--- config.mk ---
export PLATFORM = sky130hd
export DESIGN_NAME = i2c_init_sequencer
export DESIGN_NICKNAME = d
export VERILOG_FILES = /design/src/rtl/init_seq_pkg.sv /design/src/rtl/seq_control.sv /design/src/rtl/seq_datapath.sv /design/src/rtl/i2c_init_sequencer.sv
export SDC_FILE = /design/constraint.sdc
export NUM_CORES = 1
export LEC_CHECK = 0
export BUFFER_PORTS_ARGS = -buffer_cell sky130_fd_sc_hd__buf_2
export CAP_MARGIN = 15
export CORE_AREA = 4 4 66 68
export DETAILED_ROUTE_END_ITERATION = 6
export DIE_AREA = 0 0 70 72
export PLACE_DENSITY = 0.89
export SKIP_LAST_GASP = 1
export SLEW_MARGIN = 20
export SYNTH_ARGS = -nofsm -noshare
export SYNTH_HDL_FRONTEND = slang
export SYNTH_SLANG_ARGS = --single-unit
--- constraint.sdc ---
create_clock -name clk -period 3.4 [get_ports clk]
set_input_delay 0.68 -clock clk [delete_from_list [all_inputs] [get_ports clk]]
set_output_delay 0.68 -clock clk [all_outputs]
set_load 0.02 [all_outputs]
--- src/rtl/init_seq_pkg.sv ---
package init_seq_pkg;

  localparam int STEP_W = 17;

  localparam logic [7:0] OP_SET_DEV = 8'h00;
  localparam logic [7:0] OP_SET_RST = 8'h01;
  localparam logic [7:0] OP_WAIT_MS = 8'h02;

  typedef enum logic [1:0] {
    ST_FETCH = 2'd0,
    ST_PAUSE = 2'd1,
    ST_WRITE = 2'd2,
    ST_IDLE  = 2'd3
  } seqState_e;

  typedef struct packed {
    logic       loadDev;
    logic       loadRst;
    logic       startPause;
    logic       loadWrite;
    logic       latchAck;
    logic [7:0] opReg;
    logic [7:0] opVal;
  } seqStrobe_t;

endpackage

--- src/rtl/seq_control.sv ---
module seq_control
  import init_seq_pkg::*;
#(
  parameter int TABLE_LEN = 4,
  parameter logic [STEP_W-1:0] TABLE [TABLE_LEN] = '{17'h1_0101, 17'h1_0000, 17'h0_0000, 17'h1_0100}
) (
  input  logic       clk,
  input  logic       rst,
  input  logic       restart,
  input  logic       pauseDone,
  input  logic       wrDone,
  output seqStrobe_t stb,
  output logic       wrReq,
  output logic       seqDone
);

  localparam int PC_W = (TABLE_LEN > 1) ? $clog2(TABLE_LEN) : 1;
  localparam logic [PC_W-1:0] PC_LAST = PC_W'(TABLE_LEN - 1);

  seqState_e       state, nextState;
  logic [PC_W-1:0] pc;
  logic [STEP_W-1:0] cur;
  logic            lastStep;
  logic            advance;
  seqStrobe_t      rawStb;

  assign cur      = TABLE[pc];
  assign lastStep = (pc == PC_LAST);

  always_comb begin
    rawStb       = '0;
    rawStb.opReg = cur[15:8];
    rawStb.opVal = cur[7:0];
    advance      = 1'b0;
    nextState    = state;
    case (state)
      ST_FETCH: begin
        if (!cur[16]) begin
          rawStb.loadWrite = 1'b1;
          nextState        = ST_WRITE;
        end else if (cur[15:8] == OP_WAIT_MS) begin
          rawStb.startPause = 1'b1;
          nextState         = ST_PAUSE;
        end else begin
          rawStb.loadDev = (cur[15:8] == OP_SET_DEV);
          rawStb.loadRst = (cur[15:8] == OP_SET_RST);
          advance        = 1'b1;
        end
      end
      ST_PAUSE: advance = pauseDone;
      ST_WRITE: begin
        if (wrDone) begin
          rawStb.latchAck = 1'b1;
          advance         = 1'b1;
        end
      end
      default: ;
    endcase
    if (advance) nextState = lastStep ? ST_IDLE : ST_FETCH;
  end

  assign stb     = restart ? '0 : rawStb;
  assign wrReq   = (state == ST_WRITE);
  assign seqDone = (state == ST_IDLE);

  always_ff @(posedge clk) begin
    if (rst || restart) begin
      state <= ST_FETCH;
      pc    <= '0;
    end else begin
      state <= nextState;
      if (advance && !lastStep) pc <= pc + 1'b1;
    end
  end

endmodule

--- src/rtl/seq_datapath.sv ---
module seq_datapath
  import init_seq_pkg::*;
#(
  parameter int CLK_KHZ = 125000
) (
  input  logic       clk,
  input  logic       rst,
  input  seqStrobe_t stb,
  input  logic [2:0] wrAckErr,
  output logic       pauseDone,
  output logic       rstOut,
  output logic [7:0] wrDev,
  output logic [7:0] wrReg,
  output logic [7:0] wrData,
  output logic [2:0] ackErr
);

  localparam int PRE_W = (CLK_KHZ > 1) ? $clog2(CLK_KHZ) : 1;
  localparam logic [PRE_W-1:0] PRE_LAST = PRE_W'(CLK_KHZ - 1);
  localparam int MS_W = 9;

  logic [7:0]      devByte;
  logic [PRE_W-1:0] preCnt;
  logic [MS_W-1:0] msLeft;
  logic            msTick;

  assign msTick    = (preCnt == PRE_LAST);
  assign pauseDone = msTick && (msLeft == MS_W'(1));

  always_ff @(posedge clk) begin
    if (rst) begin
      devByte <= '0;
      rstOut  <= 1'b0;
      wrDev   <= '0;
      wrReg   <= '0;
      wrData  <= '0;
      ackErr  <= '0;
    end else begin
      if (stb.loadDev) devByte <= stb.opVal;
      if (stb.loadRst) rstOut  <= stb.opVal[0];
      if (stb.loadWrite) begin
        wrDev  <= devByte;
        wrReg  <= stb.opReg;
        wrData <= stb.opVal;
      end
      if (stb.latchAck) ackErr <= wrAckErr;
    end
  end

  always_ff @(posedge clk) begin
    if (rst) begin
      preCnt <= '0;
      msLeft <= '0;
    end else if (stb.startPause) begin
      preCnt <= '0;
      msLeft <= (stb.opVal == 8'd0) ? MS_W'(256) : {1'b0, stb.opVal};
    end else begin
      preCnt <= msTick ? '0 : preCnt + 1'b1;
      if (msTick && msLeft != '0) msLeft <= msLeft - 1'b1;
    end
  end

endmodule

--- src/rtl/i2c_init_sequencer.sv ---
module i2c_init_sequencer
  import init_seq_pkg::*;
#(
  parameter int CLK_KHZ   = 125000,
  parameter int TABLE_LEN = 4,
  parameter logic [STEP_W-1:0] TABLE [TABLE_LEN] = '{17'h1_0101, 17'h1_00A0, 17'h0_1000, 17'h1_0100}
) (
  input  logic       clk,
  input  logic       rst,
  input  logic       restart,
  output logic       rstOut,
  output logic       wrReq,
  output logic [7:0] wrDev,
  output logic [7:0] wrReg,
  output logic [7:0] wrData,
  input  logic       wrDone,
  input  logic [2:0] wrAckErr,
  output logic [2:0] ackErr,
  output logic       seqDone
);

  seqStrobe_t stb;
  logic       pauseDone;

  seq_control #(.TABLE_LEN(TABLE_LEN), .TABLE(TABLE)) u_ctrl (
    .clk(clk), .rst(rst), .restart(restart), .pauseDone(pauseDone),
    .wrDone(wrDone), .stb(stb), .wrReq(wrReq), .seqDone(seqDone)
  );

  seq_datapath #(.CLK_KHZ(CLK_KHZ)) u_dp (
    .clk(clk), .rst(rst), .stb(stb), .wrAckErr(wrAckErr),
    .pauseDone(pauseDone), .rstOut(rstOut), .wrDev(wrDev),
    .wrReg(wrReg), .wrData(wrData), .ackErr(ackErr)
  );

endmodule

# After elaboration in Yosys (flattened, before gate mapping)
# Index checks and enable logic that the tools add are counted.
# totals
input_bits	7
output_inout_bits	30
wordCells	59
regBits	66
# classes
add_sub_neg	3
magnitude_cmp	1
muxes	22
eq_ne	9
n_bitwise	1
reduce_logical	13
# ops
cell	n
binary-select mux 17 bit (select 2 bit)	1
two-way mux 17 bit	2
two-way mux 9 bit	3
two-way mux 21 bit	1
adder 17 x 1 -> 17 bit (second input constant)	1
equality test 17 bit (second input constant)	1
zero test 8 bit	2
two-way mux 2 bit	6
equality test 9 x 1 -> 1 bit (second input constant)	1
nonzero test 9 bit	1
subtractor 9 x 1 -> 9 bit (second input constant)	1
equality test 8 x 1 -> 1 bit (second input constant)	1
equality test 8 x 2 -> 1 bit (second input constant)	1
equality test 2 bit (second input constant)	3
two-way mux 1 bit	6
two-way mux 4 bit	1
nonzero test 2 bit	2
>= comparator 3 bit (second input constant)	1
logical AND 1 bit	3
two-way mux 3 bit	1
inequality test 3 bit (second input constant)	1
NOT 2 -> 3 bit	1
case mux 1 bit (3 select lines)	1
OR reduction 3 bit	1
6 further kinds	6

# Logic depth before layout (Yosys ltp)
# logic_depth
word_depth	12
mapped_depth	7
mapped_depth_nobuf	6

# Hierarchy
# A second synthesis with hierarchy kept.
# hier_totals
hier_cells	328
area_unflattened_um2	3035.4
# by_module_without_submodules
module	instances	seq_area_each_um2	area_each_um2	cells_per_inst
seq_datapath	1	1241.2	2592.5	275
seq_control	1	80.1	442.9	53

# Least setup slack after synthesis
# OpenSTA, ideal clock, no wires.
# synth_path
path_type	in2reg
start	input port rst
end	register u_dp.ackErr[0]
t_required_ns	3.272
setup_time_ns	0.128
stages	4
n_path_buf	3
t_arrival_ns	1.562
setup_slack_ns	1.711
cell_sequence	clkbuf_1 clkbuf_1 clkbuf_1 nor2_1
# synth_rtl
element	line	source
from (decl)	i2c_init_sequencer.sv:9	input logic rst,
to (signal assigned)	seq_datapath.sv:46	if (stb.latchAck) ackErr <= wrAckErr;
to (decl)	seq_datapath.sv:15	output logic [2:0] ackErr
# No word-level cell between the ends.

# Final worst setup path
# layout_path
start	register u_dp.preCnt[0]
end	register u_dp.preCnt[11]
# layout_between
elab_chain_cells	2
elab_cells_between_ends	3
classes_between	add/sub: 1; eq/ne: 1; reduce/logical: 1
# layout_lines
element	line	source
from (decl)	seq_datapath.sv:23	logic [PRE_W-1:0] preCnt;
from (signal assigned)	seq_datapath.sv:58	preCnt <= msTick ? '0 : preCnt + 1'b1;
branches (longest 2 deep; another with adder 17 x 1 -> 17 bit)	--	
# Parallel ways; which one is timed is not known.
# A chain may end at the register's enable or synchronous reset.

==> results.sh <==
export IMPL_fin_worst_skew_ns=0.009381
export IMPL_max_vdd_ir_drop_mv=0.3098
export IMPL_chipHeight_um=72
export IMPL_synthTopCellsByArea="sky130_fd_sc_hd__dfxtp_1 38%, sky130_fd_sc_hd__buf_4 6.5%, sky130_fd_sc_hd__nor2_1 6.1%"
export IMPL_core_um2=3856
export IMPL_design_portCount=37
export IMPL_fp_row_count=23
export IMPL_synth_async_reset_ratio_pct=0
export IMPL_post_synth_top_area_cell="sky130_fd_sc_hd__dfxtp_1"
export IMPL_setup_worst_path_end_class="flip-flop"
export IMPL_clock_tree_htree_level_count=2
export IMPL_detailedRoute_firstPassIterationCount=4
export IMPL_cts_sink_count=42
export IMPL_cts_root_buf="sky130_fd_sc_hd__clkbuf_8"
export IMPL_final_wtd_congestion=0.7725
export IMPL_mappedNetlistArea_um2=2206
export IMPL_cellLeakagePower_nw=0.8865
export IMPL_worst_path_dominant_cell_family="simple AND/OR/NAND/NOR gates"
export IMPL_crit_fanout=19
export IMPL_critical_path_reg2reg_startpoint="u_dp.preCnt[0]"
export IMPL_layout_drive_gt1_share_pct=13.74
export IMPL_synthesis_instances=248
export IMPL_cts_hold_fix_buffers=0
export IMPL_grt_pass1_vias=1523
export IMPL_worst_endpoint_required_ns=3.56
export IMPL_yosys_most_used_dff="sky130_fd_sc_hd__dfxtp_1"
export IMPL_fin_crit_ns=1.900
export IMPL_worst_ep_arrival_time_ns=2.06
export IMPL_synth_area_per_cell_um2=8.895
export IMPL_start_util_pct=57.20
export IMPL_timing_worst_setup_path_type="flip-flop to flip-flop"
export IMPL_postRouteAntennaNets=0
export IMPL_netlist_cell_types=44
export IMPL_synth_largest_type_area_fraction_pct=38.12
export IMPL_cell_chain_of_the_critical_path="ha_1 > and4_1 > nand4_4 > or2b_1 > nor2_1"
export IMPL_timing_hold_violations_final=0
export IMPL_overflow=0
export IMPL_area_delta_synth_final_pct=5.219
export IMPL_detailedRoute_firstIterationViolations=94
export IMPL_die_area_um2=5040
export IMPL_post_cts_buffers=0
export IMPL_period_share_pct=55.88
export IMPL_cp_slowest_stage_delay_ns=0.56
export IMPL_worst_r2r_cell_count=5
export IMPL_cts_tree="built"
export IMPL_finish_instance_area_um2=2321
export IMPL_worst_slew_margin_rel_pct=53.79
export IMPL_fmaxAchievable_ghz=0.5263
export IMPL_grt_pass1_wl_um=6403
export IMPL_cts_path_max_buffers=2
export IMPL_worstSkewPairLatency_ns=0.29
export IMPL_placed_cell_area_um2=2231
export IMPL_via_per_inst=5.423
export IMPL_synth_edff_count=0
export IMPL_ff2ff_setup_slack_ns=1.50
export IMPL_timing_final_max_slew_violations=0
export IMPL_setup_repair_after_global_routing_missed_its_margin="false"
export IMPL_port_buffers=20
export IMPL_grtUsageTotal_pct=15.55
export IMPL_num_vias=1692
export IMPL_status="complete, no violations"
export IMPL_diodes=0
export IMPL_grt_max_degree=28
export IMPL_chipWidth_um=70
export IMPL_powerDensity_nw_per_um2=382.2
export IMPL_worst_path_stages=5
export IMPL_critPathLaunch="u_dp.preCnt[0]"
export IMPL_synthTopCellsByCount="42 x sky130_fd_sc_hd__dfxtp_1, 36 x sky130_fd_sc_hd__nor2_1, 19 x sky130_fd_sc_hd__buf_4, 12 x sky130_fd_sc_hd__nand3_1"
export IMPL_yosysMostFrequentCell="sky130_fd_sc_hd__dfxtp_1"
export IMPL_path_clk_slew_ns=0.08
export IMPL_detail_route_drc_violations=0
export IMPL_seq_area_frac_synth_pct=38.12
export IMPL_ys_warnings_count=0
export IMPL_cts_buffers=5
export IMPL_min_delay_path_class="flip-flop to flip-flop"
export IMPL_net_count_of_the_finished_layout=277
export IMPL_setup_violations_final=0
export IMPL_antenna_found_initial=0
export IMPL_slew_of_the_pin_with_the_lowest_slew_margin_ns=0.6917
export IMPL_drv_max_cap_violation_count=0
export IMPL_regToRegEndpoint="u_dp.preCnt[11]"
export IMPL_timing_critical_path_buf_inv=0
export IMPL_worst_setup_path_endpoint="u_dp.preCnt[11]"
export IMPL_cp_start_kind="flip-flop"
export IMPL_dp_hpwl_um=2773
export IMPL_wirelength_um=3781
export IMPL_worst_path_max_delay_cell="sky130_fd_sc_hd__or2b_1"
export IMPL_drt_wirelength_per_cell_um=12.12
export IMPL_postSynthRegisterBits=42
export IMPL_final_setup_tns_ns=0
export IMPL_cts_resized=0
export IMPL_post_layout_power_uw=887.1
cell usage in the layout, fill, tap and decap left out, types with 4 or more instances in the layout:
cell type	synthesis	final
sky130_fd_sc_hd__dfxtp_1	42	42
sky130_fd_sc_hd__nor2_1	36	36
sky130_fd_sc_hd__buf_2	3	20
sky130_fd_sc_hd__conb_1	1	16
sky130_fd_sc_hd__nand3_1	12	12
sky130_fd_sc_hd__nand2_1	11	11
sky130_fd_sc_hd__xnor2_1	11	11
sky130_fd_sc_hd__mux2i_1	11	11
sky130_fd_sc_hd__a21oi_1	10	10
sky130_fd_sc_hd__nor3_1	10	10
sky130_fd_sc_hd__inv_1	9	9
sky130_fd_sc_hd__ha_1	9	9
sky130_fd_sc_hd__or3_1	5	5
sky130_fd_sc_hd__nor4_1	5	5
sky130_fd_sc_hd__clkbuf_8	0	5
sky130_fd_sc_hd__nor2b_1	4	4
sky130_fd_sc_hd__o21ai_0	4	4
sky130_fd_sc_hd__o31ai_1	4	4
sky130_fd_sc_hd__or4_1	4	4
routing by layer:
metal / GRT usage (%) / vias to the layer above / part of all wire (%)
met3: 4.432 / 4 / 5.5
met1: 18.06 / 783 / 44
met2: 27.07 / 50 / 49
met5: 0 / - / 0
li1: - / 855 / -
met4: 6.383 / 0 / 1.3
state kept, by name (all words and copies together), names as in the netlist:
signal / count
u_ctrl.pc: 2
u_ctrl.state: 2
u_dp.ackErr: 3
u_dp.devByte: 2
u_dp.msLeft: 9
u_dp.preCnt: 17
u_dp.rstOut: 1
u_dp.wrData: 2
u_dp.wrDev: 2
u_dp.wrReg: 2
cell families after synthesis:
logic type                 share of synthesized area, %
DFF                                               38.12
AOI/OAI and AO/OA                                 6.070
other                                            0.1700
adders and majority gates                         5.105
xor gates and xnor gates                          5.162
buffers and inverters                             10.32
and+or+nand+nor                                   28.53
muxes                                             6.523
cell type report:
type	instances	area [um2]
timing repair buffer	20	100.1
tap	50	62.56
inverter	9	33.78
clock buffer	5	68.82
clock inverter	3	21.27
multi-input combinational	183	1194
sequential	42	840.8
fill	329	1535
worst min path at each step:
stage	from	end	slack, ns	cells past startpoint
2_1_floorplan	u_dp.preCnt[0]	u_dp.preCnt[0]	0.43	1
3_3_place_gp	u_dp.preCnt[0]	u_dp.preCnt[0]	0.44	1
3_5_place_dp	u_dp.devByte[0]	u_dp.devByte[0]	0.45	2
4_1_cts	u_dp.devByte[0]	u_dp.devByte[0]	0.47	2
5_1_grt	u_dp.devByte[0]	u_dp.devByte[0]	0.49	2
6_report	u_dp.devByte[0]	u_dp.devByte[0]	0.46	2
through the flow:
| stage | util (%) | cells | worst slack [ns] | hold slack [ns] |
|---|---|---|---|---|
| global placement | 57.85 | 304 | 1.454 | 0.4406 |
| CTS | 60.19 | 312 | 1.493 | 0.4667 |
| finish | 60.19 | 312 | 1.500 | 0.4635 |
| global route | 60.19 | 312 | 1.294 | 0.4930 |
| detailed placement | 57.85 | 304 | 1.365 | 0.4545 |
| floorplan | - | 263 | 1.711 | 0.4260 |
worst reg2reg max path, cell delays in order (launching register included):
cell and delay [ns]:
sky130_fd_sc_hd__dfxtp_1 0.39, sky130_fd_sc_hd__ha_1 0.23, sky130_fd_sc_hd__and4_1 0.24, sky130_fd_sc_hd__nand4_4 0.24, sky130_fd_sc_hd__or2b_1 0.56, sky130_fd_sc_hd__nor2_1 0.11
power by group:
part | internal, mW | total, mW | switching, mW
clock network | 0.144 | 0.316 | 0.172
registers | 0.500 | 0.507 | 0.00733
logic | 0.0183 | 0.0640 | 0.0457
Power figures use the tool's default switching activity.
